<file path="config.mk">
export PLATFORM = sky130hd
export DESIGN_NAME = pll_mode_ctrl
export DESIGN_NICKNAME = d
export VERILOG_FILES = /design/src/rtl/pllmc_pkg.sv /design/src/rtl/pllmc_lock_qual.sv /design/src/rtl/pllmc_mode_fsm.sv /design/src/rtl/pllmc_bw_sel.sv /design/src/rtl/pllmc_channel.sv /design/src/rtl/pll_mode_ctrl.sv
export SDC_FILE = /design/constraint.sdc
export NUM_CORES = 1
export LEC_CHECK = 0
export BUFFER_PORTS_ARGS = -buffer_cell sky130_fd_sc_hd__buf_2
export CAP_MARGIN = 20
export CORE_ASPECT_RATIO = 1.2
export CORE_UTILIZATION = 46
export DETAILED_ROUTE_END_ITERATION = 10
export PLACE_DENSITY = 0.85
export SLEW_MARGIN = 5
export SYNTH_ARGS = -nofsm -noshare
export SYNTH_HDL_FRONTEND = slang
export SYNTH_SLANG_ARGS = --single-unit
</file>
<file path="constraint.sdc">
create_clock -name clk -period 4.7 [get_ports clk]
set_clock_uncertainty 0.1 [all_clocks]
set_input_delay 0.94 -clock clk [delete_from_list [all_inputs] [get_ports clk]]
set_output_delay 0.94 -clock clk [all_outputs]
set_load 0.02 [all_outputs]
</file>
<file path="src/rtl/pllmc_pkg.sv">
package pllmc_pkg;
    typedef enum logic [1:0] {
        MODE_FREE = 2'b00,
        MODE_ACQ  = 2'b01,
        MODE_LOCK = 2'b10,
        MODE_HOLD = 2'b11
    } pll_mode_e;
endpackage

</file>
<file path="src/rtl/pllmc_lock_qual.sv">
module pllmc_lock_qual #(
    parameter int CNT_W = 4
) (
    input  logic             clk,
    input  logic             rst_n,
    input  logic             clr,
    input  logic             lock_flag,
    input  logic [CNT_W-1:0] qual_len,
    output logic             qualified
);
    localparam logic [CNT_W-1:0] CNT_MAX = {CNT_W{1'b1}};

    logic [CNT_W-1:0] run_cnt;
    logic [CNT_W:0]   need;
    logic [CNT_W:0]   seen;

    // Number of consecutive high samples needed, zero promoted to one
    always_comb begin
        need = (qual_len == '0) ? {{CNT_W{1'b0}}, 1'b1} : {1'b0, qual_len};
        seen = {1'b0, run_cnt} + {{CNT_W{1'b0}}, 1'b1};
        qualified = lock_flag && (seen >= need);
    end

    always_ff @(posedge clk or negedge rst_n) begin
        if (!rst_n) begin
            run_cnt <= '0;
        end else if (clr || !lock_flag) begin
            run_cnt <= '0;
        end else if (run_cnt != CNT_MAX) begin
            run_cnt <= run_cnt + 1'b1;
        end
    end
endmodule

</file>
<file path="src/rtl/pllmc_mode_fsm.sv">
module pllmc_mode_fsm
    import pllmc_pkg::*;
(
    input  logic      clk,
    input  logic      rst_n,
    input  logic      soft_rst,
    input  logic      in_valid,
    input  logic      lock_flag,
    input  logic      lock_ok,
    output pll_mode_e state_q
);
    pll_mode_e state_d;

    // Next state: soft reset first, then loss of input, then lock events
    always_comb begin
        state_d = state_q;
        if (soft_rst) begin
            state_d = MODE_FREE;
        end else begin
            unique case (state_q)
                MODE_FREE: begin
                    if (in_valid) state_d = MODE_ACQ;
                end
                MODE_ACQ: begin
                    if (!in_valid)    state_d = MODE_FREE;
                    else if (lock_ok) state_d = MODE_LOCK;
                end
                MODE_LOCK: begin
                    if (!in_valid)      state_d = MODE_HOLD;
                    else if (!lock_flag) state_d = MODE_ACQ;
                end
                MODE_HOLD: begin
                    if (in_valid) state_d = MODE_ACQ;
                end
                default: state_d = MODE_FREE;
            endcase
        end
    end

    always_ff @(posedge clk or negedge rst_n) begin
        if (!rst_n) state_q <= MODE_FREE;
        else        state_q <= state_d;
    end
endmodule

</file>
<file path="src/rtl/pllmc_bw_sel.sv">
module pllmc_bw_sel
    import pllmc_pkg::*;
#(
    parameter int BW_W = 8
) (
    input  pll_mode_e        mode_i,
    input  logic             fast_en,
    input  logic [BW_W-1:0]  code_norm,
    input  logic [BW_W-1:0]  code_fast,
    output logic [BW_W-1:0]  code_act
);
    always_comb begin
        unique case (mode_i)
            MODE_ACQ: code_act = fast_en ? code_fast : code_norm;
            MODE_FREE,
            MODE_LOCK,
            MODE_HOLD: code_act = code_norm;
            default:   code_act = code_norm;
        endcase
    end
endmodule

</file>
<file path="src/rtl/pllmc_channel.sv">
module pllmc_channel
    import pllmc_pkg::*;
#(
    parameter int BW_W  = 8,
    parameter int CNT_W = 4
) (
    input  logic             clk,
    input  logic             rst_n,
    input  logic             soft_rst,
    input  logic             in_valid,
    input  logic             lock_flag,
    input  logic             fast_en,
    input  logic [CNT_W-1:0] qual_len,
    input  logic [BW_W-1:0]  code_norm,
    input  logic [BW_W-1:0]  code_fast,
    output logic [1:0]       mode_o,
    output logic [BW_W-1:0]  code_act
);
    pll_mode_e cur_mode;
    logic      lock_ok;
    logic      qual_clr;

    assign qual_clr = soft_rst || (cur_mode != MODE_ACQ);

    pllmc_lock_qual #(.CNT_W(CNT_W)) u_qual (
        .clk       (clk),
        .rst_n     (rst_n),
        .clr       (qual_clr),
        .lock_flag (lock_flag),
        .qual_len  (qual_len),
        .qualified (lock_ok)
    );

    pllmc_mode_fsm u_fsm (
        .clk       (clk),
        .rst_n     (rst_n),
        .soft_rst  (soft_rst),
        .in_valid  (in_valid),
        .lock_flag (lock_flag),
        .lock_ok   (lock_ok),
        .state_q   (cur_mode)
    );

    pllmc_bw_sel #(.BW_W(BW_W)) u_bw (
        .mode_i    (cur_mode),
        .fast_en   (fast_en),
        .code_norm (code_norm),
        .code_fast (code_fast),
        .code_act  (code_act)
    );

    assign mode_o = cur_mode;
endmodule

</file>
<file path="src/rtl/pll_mode_ctrl.sv">
module pll_mode_ctrl #(
    parameter int NCH   = 2,
    parameter int BW_W  = 8,
    parameter int CNT_W = 4
) (
    input  logic              clk,
    input  logic              rst_n,
    input  logic [NCH-1:0]    soft_rst,
    input  logic [NCH-1:0]    in_valid,
    input  logic [NCH-1:0]    lock_flag,
    input  logic [NCH-1:0]    fast_en,
    input  logic [CNT_W-1:0]  lock_qual_len,
    input  logic [NCH*BW_W-1:0] bw_norm,
    input  logic [NCH*BW_W-1:0] bw_fast,
    output logic [NCH*2-1:0]  mode,
    output logic [NCH*BW_W-1:0] bw_act
);
    for (genvar c = 0; c < NCH; c++) begin : g_ch
        pllmc_channel #(.BW_W(BW_W), .CNT_W(CNT_W)) u_ch (
            .clk       (clk),
            .rst_n     (rst_n),
            .soft_rst  (soft_rst[c]),
            .in_valid  (in_valid[c]),
            .lock_flag (lock_flag[c]),
            .fast_en   (fast_en[c]),
            .qual_len  (lock_qual_len),
            .code_norm (bw_norm[c*BW_W +: BW_W]),
            .code_fast (bw_fast[c*BW_W +: BW_W]),
            .mode_o    (mode[c*2 +: 2]),
            .code_act  (bw_act[c*BW_W +: BW_W])
        );
    end
endmodule

</file>
==> results of run 1 <==
-- metrics by stage --
step	util (%)	instances	power [mW]	setup WS, ps	hold WS, ps
6_report	65.7	215	0.378	1850	422
5_1_grt	65.7	215	0.402	1760	438
4_1_cts	65.7	215	0.381	1840	427
3_5_place_dp	64.1	211	0.296	1840	464
3_3_place_gp	64.1	211	0.286	1870	434
2_1_floorplan	-	115	0.235	2100	413
-- state kept, by name, indices dropped and copies added, names as in the netlist --
name	count
g_ch.u_ch.u_fsm.state_q	4
g_ch.u_ch.u_qual.run_cnt	8
-- logic make-up (layout without fill, tap and decap cells) --
logic type               count (synthesis)  count (layout)  share of synthesized area, %
AO/OA/AOI/OAI                           19              19                          10.4
multiplexers                            20              20                          20.0
adder cells (fa/ha/maj)                 16              16                          18.2
flip-flops                              12              12                          27.3
buffers and inverters                    8              77                          2.73
AND/OR/NAND/NOR                         34              34                          16.6
XOR/XNOR                                 6               6                          4.78
-- where the power goes --
part | total, mW | switching [mW] | leakage [nW] | internal [mW]
combinational | 0.171 | 0.0938 | 0.627 | 0.0772
clock | 0.0847 | 0.0375 | 0.0210 | 0.0472
sequential | 0.122 | 0.0106 | 0.164 | 0.112
-- worst reg2reg max path: cells and delay by family, from the launching register on --
| kind | cells | cell delay [ps] |
|---|---|---|
| compound gates | 3 | 430 |
| xor+xnor | 1 | 190 |
| fa+ha+maj | 2 | 550 |
| flops | 1 | 430 |
| simple gates | 1 | 360 |
-- worst max path at each step --
| stage | startpoint | to | slack (ps) |
|---|---|---|---|
| 4_1_cts | fast_en[0] | bw_act[1] | 1840 |
| 3_5_place_dp | fast_en[0] | bw_act[2] | 1840 |
| 5_1_grt | g_ch[0].u_ch.u_fsm.state_q[1] | bw_act[7] | 1760 |
| 3_3_place_gp | fast_en[0] | bw_act[2] | 1870 |
| 2_1_floorplan | fast_en[1] | bw_act[10] | 2100 |
| 6_report | fast_en[0] | bw_act[2] | 1850 |
-- area by class of cell --
| cell class | count | area, um^2 |
|---|---|---|
| Timing Repair Buffer | 65 | 325 |
| Inverter | 8 | 30.0 |
| Fill cell | 201 | 782 |
| Tap cell | 31 | 38.8 |
| Multi-Input combinational cell | 95 | 769 |
| Clock buffer | 4 | 36.3 |
| Sequential cell | 12 | 300 |
-- cells in the final DEF, fill, tap and decap left out, types with 3 or more instances in the layout --
| cell | count |
|---|---|
| mux2i_1 | 4 |
| xnor2_1 | 4 |
| inv_1 | 8 |
| nand3_1 | 3 |
| nand2_1 | 5 |
| clkbuf_4 | 3 |
| dfrtp_1 | 12 |
| a21oi_1 | 7 |
| nor2_1 | 11 |
| buf_2 | 65 |
| o21ai_0 | 5 |
| ha_1 | 16 |
| mux2_2 | 16 |
-- layer usage --
layer,GRT usage [%],vias up,part of all wire (%)
met1,22.6,523,34
met4,7.35,0,1.4
met2,47.0,71,55
li1,-,550,-
met5,0,-,0
met3,3.59,5,9.5
==> impl_results.md, run 1 <==
* GRT Resource Usage Total at 23.8%
* Max cap viols at 0
* Antenna violations before repair at 0
* Mean number of vias per cell at 5.34
* Critical path class: in -> out
* Post-CTS sizing at 0
* First-pass DRT Iterations at 4
* Leakage Power at 0.812 nW
* Clock slew at reported path FFs at 80 ps
* Reg2reg setup slack at 2570 ps
* Vias in the first global route at 1157
* CP max-delay cell: mux2_2
* Post-route minimum period at 2850 ps
* Synth top area share at 27.3%
* Unrepaired setup endpoints after global routing: false
* Die area at 0.00259 mm^2
* Num CTS Buffers at 3
* Total negative slack at 0 ps
* Wirelength per Cell at 13.6 um
* GPL Wtd Cong at 0.847
* Final Hold Viols at 0
* Post-synthesis sequential area ratio at 27.3%
* Gate Count Post-Synth at 115
* Setup bufs post-CTS at 0
* Crit. End Element: primary output
* Starting density of the core at 48.2%
* Outcome: finished clean
* Fraction of layout cells with a size suffix above 1 at 47.3%
* Dpl hpwl at 2510 um
* Sink Count at 12
* CP Max Fanout at 8
* CTS Hold Bufs at 0
* Maximum clock rate at 351 MHz
* Core box area at 0.00228 mm^2
* Die H at 55.6 um
* Top_reg_cell synth: dfrtp_1
* Syn nets at 177
* Netlist cell types at 25
* Synth cell count leaders: ha_1, mux2_2, dfrtp_1
* Post-synth top area cell: dfrtp_1
* Number of DRC markers in iteration 0 at 6
* CP Cell Sequence: buf_2, nand2_1, mux2_2, buf_2
* Synthesized cell area at 0.00110 mm^2
* Asr flop ratio synth at 100%
* Final Net Count at 247
* Synth warn at 0
* IR drop worst, VDD at 0.165 mV
* PwrDens at 252 mW/mm^2
* Placed inst area at 0.00146 mm^2
* Ant diodes at 0
* Largest net degree at the start of global routing at 13
* Worst Tran Pin Value at 403 ps
* Vias post-DR at 1149
* Remaining DRCs at 0
* Design Area, Final at 0.00150 mm^2
* H-tree lvl count at 1
* Fin crit share at 60.6%
* Slew Viols, Final at 0
* Worst EP required at 3660 ps
* # port buffers at 65
* Die width at 46.6 um
* Crit path top cell by count: buf_2
* IO Count at 66
* Avg Cell Area, Syn at 9.56 um^2
* Finish-stage setup viols at 0
* Post-synth EDFFs at 0
* Final WL at 2920 um
* CTS tree: done
* Clock root cell: clkbuf_4
* Delay-heaviest family, CP: multiplexers
* Area grow syn2layout at 36.4%
* Crit path DAT at 1810 ps
* Hold Path Class: in -> async
* Global-route wire length before repair at 4510 um
* Max clock buf depth at 2
* Total gr overflow at 0
* R2r endpoint: g_ch[0].u_ch.u_fsm.state_q[1]
* Synth area leaders: dfrtp_1, ha_1, mux2_2
* Max incr delay on CP at 370 ps
* Worst-skew pair later-pin latency at 280 ps
* Antenna viol nets, final at 0
* FP Rows at 19
* Reg-to-reg startpoint: g_ch[0].u_ch.u_qual.run_cnt[0]
* CP Buf/Inv Count at 2
* WP depth at 4
* Slew margin rel. at 72.9%
* Cell depth of the worst flop-to-flop path at 7
* FF+latch count, synth at 12
* CP Launch Type: input pin
(Power assumes the default switching activity.)
==> inputs of run 2 (changes only) <==
--- a/config.mk
+++ b/config.mk
@@ -8,9 +8,9 @@
 export BUFFER_PORTS_ARGS = -buffer_cell sky130_fd_sc_hd__buf_2
 export CAP_MARGIN = 20
 export CORE_ASPECT_RATIO = 1.2
-export CORE_UTILIZATION = 46
+export CORE_UTILIZATION = 43
 export DETAILED_ROUTE_END_ITERATION = 10
-export PLACE_DENSITY = 0.85
+export PLACE_DENSITY = 0.81
 export SLEW_MARGIN = 5
 export SYNTH_ARGS = -nofsm -noshare
 export SYNTH_HDL_FRONTEND = slang
==> constraint.sdc (replaced) <==
create_clock -name clk -period 3 [get_ports clk]
set_clock_uncertainty 0.1 [all_clocks]
set_input_delay 0.6 -clock clk [delete_from_list [all_inputs] [get_ports clk]]
set_output_delay 0.6 -clock clk [all_outputs]
set_load 0.02 [all_outputs]
==> run 2 against run 1 <==
- critical endpoint is now bw_act[13]
- die area grew 6.7%
- combinational power grew 56%
- sequential cell count is the same
- non-clock buffer count is the same
- highest routed layer unchanged
- via count shrank 2.4%
- critical path depth is the same
- clock-buffer cell count shrank 1
==> impl_results.md, run 2 (same netlist as run 1, synthesis figures left out) <==
* Net Sw Power at 0.215 mW
* CP Buf/Inv Count at 1
* Area of the multi-input gates at 769 um^2
* Antenna violations before repair at 0
* Pre-CTS WS at 650 ps
* Largest net degree at the start of global routing at 13
* Maximum clock rate at 406 MHz
* Largest regs: g_ch.u_ch.u_qual.run_cnt: 8 flops, g_ch.u_ch.u_fsm.state_q: 4 flops
* WHS at 98.3 ps
* Ant diodes at 0
* Unrepaired setup endpoints after global routing: false
* Worst-skew pair later-pin latency at 270 ps
* Max cap viols at 0
* Post-route minimum period at 2460 ps
* Core box area at 0.00235 mm^2
* Die area at 0.00276 mm^2
* Number of DRC markers in iteration 0 at 17
* Fin crit share at 82.1%
* Area grow syn2layout at 35.2%
* Post-CTS sizing at 0
* CP Max Fanout at 8
* Comb power frac at 47.6%
* Worst EP required at 2300 ps
* Final total power at 0.558 mW
* CP Cell Sequence: ha_1, nand2_1, mux2_2, buf_2
* # port buffers at 65
* Vias post-DR at 1121
* Clock root cell: clkbuf_4
* H-tree lvl count at 1
* Sink Count at 12
* R2r endpoint: g_ch[0].u_ch.u_fsm.state_q[1]
* Total gr overflow at 0
* FP Rows at 19
* Die H at 57.4 um
* IR drop worst, VDD at 0.223 mV
* GRT Resource Usage Total at 21.3%
* CTS Hold Bufs at 0
* CP max-delay cell: dfrtp_1
* CP Launch Type: register
* GPL Wtd Cong at 0.799
* IO Count at 66
* WP depth at 4
* PwrDens at 375 mW/mm^2
* Reg2reg setup slack at 890 ps
* Fill cells at 206
* Crit path launch: g_ch[1].u_ch.u_fsm.state_q[0]
* Outcome: finished clean
* Cell depth of the worst flop-to-flop path at 7
* Antenna viol nets, final at 0
* Critical Path Sink: bw_act[13]
* Hold Path Class: in -> async
* Slew margin rel. at 71.3%
* Critical path class: reg -> out
* Die width at 48.2 um
* Total negative slack at 0 ps
* Most frequent cells in the layout: buf_2, mux2_2, ha_1
* Mean number of vias per cell at 5.24
* Crit. End Element: primary output
* Max incr delay on CP at 430 ps
* Global-route wire length before repair at 4280 um
* Post-route setup slack at 538 ps
* Starting density of the core at 46.7%
* Finish-stage setup viols at 0
* Finished Core Util at 63.2%
* Reg-to-reg startpoint: g_ch[0].u_ch.u_qual.run_cnt[0]
* Worst Tran Pin Value at 427 ps
* Slew Viols, Final at 0
* Sequential power share at 34.3%
* Leakage Power at 0.805 nW
* First-pass DRT Iterations at 4
* Wirelength per Cell at 13.0 um
* Register area at 300 um^2
* Int Pwr at 0.342 mW
* Max reg flops at 8
* Vias in the first global route at 1117
* Sw Ratio at 38.6%
* Dpl hpwl at 2400 um
* Fraction of layout cells with a size suffix above 1 at 47.0%
* Max clock buf depth at 2
* Num CTS Buffers at 3
* Final Hold Viols at 0
* Clock slew at reported path FFs at 70 ps
* Remaining DRCs at 0
* Setup bufs post-CTS at 0
* CTS tree: done
* Final Net Count at 247
* Delay-heaviest family, CP: flip-flops
* Crit path DAT at 1760 ps
* Final WL at 2780 um
* Largest Register: g_ch.u_ch.u_qual.run_cnt
* Commonest non-fill, non-tap cell in the layout: buf_2
* Power share of the clock group at 18.1%
[run 2: cell count changes in the layout (fill, tap and decap cells not counted)]
cell | previous run | this run
clkbuf_8 | 1 | 0
[run 2: metal layers]
| metal | global-route usage (%) | vias to the layer above | wire (um) |
|---|---|---|---|
| met5 | 0 | - | 0 |
| met4 | 6.75 | 0 | 34 |
| met3 | 2.22 | 5 | 131 |
| met2 | 42.5 | 43 | 1580 |
| met1 | 20.3 | 524 | 1030 |
| li1 | - | 549 | - |
[run 2: through the flow]
stage / area [um^2] / cells
6_report: 1490 / 214
5_1_grt: 1490 / 214
4_1_cts: 1490 / 214
3_5_place_dp: 1460 / 211
3_3_place_gp: 1460 / 211
2_1_floorplan: 1100 / 115
[run 2: cell type report]
| type | instances | share of cell area [%] |
|---|---|---|
| Inverter | 8 | 2.02 |
| Sequential cell | 12 | 20.2 |
| Timing Repair Buffer | 65 | 21.9 |
| Tap cell | 31 | 2.61 |
| Multi-Input combinational cell | 95 | 51.8 |
| Clock buffer | 3 | 1.52 |
[run 2: worst reg2reg max path: cells and delay by family (launching register included)]
family	cells	cell delay, ps
and+or+nand+nor	1	340
AOI/OAI and AO/OA	3	420
xor gates and xnor gates	1	190
DFF	1	430
adders and majority gates	2	550
[run 2: how the worst min path moves through the flow]
stage	to	slack [ps]	depth (start not counted)
finish	g_ch[0].u_ch.u_qual.run_cnt[1]	100	1
global route	g_ch[0].u_ch.u_fsm.state_q[0]	120	1
CTS	g_ch[0].u_ch.u_qual.run_cnt[1]	100	1
detailed placement	g_ch[0].u_ch.u_fsm.state_q[0]	400	1
global placement	g_ch[0].u_ch.u_fsm.state_q[1]	390	1
floorplan	g_ch[0].u_ch.u_fsm.state_q[0]	200	0
[run 2: power by group through the flow]
stage | combinational, mW | clock (mW) | sequential (mW)
floorplan | 0.163 | 0 | 0.205
global placement | 0.255 | 0 | 0.194
detailed placement | 0.266 | 0 | 0.195
CTS | 0.268 | 0.102 | 0.191
global route | 0.293 | 0.108 | 0.194
finish | 0.266 | 0.101 | 0.191
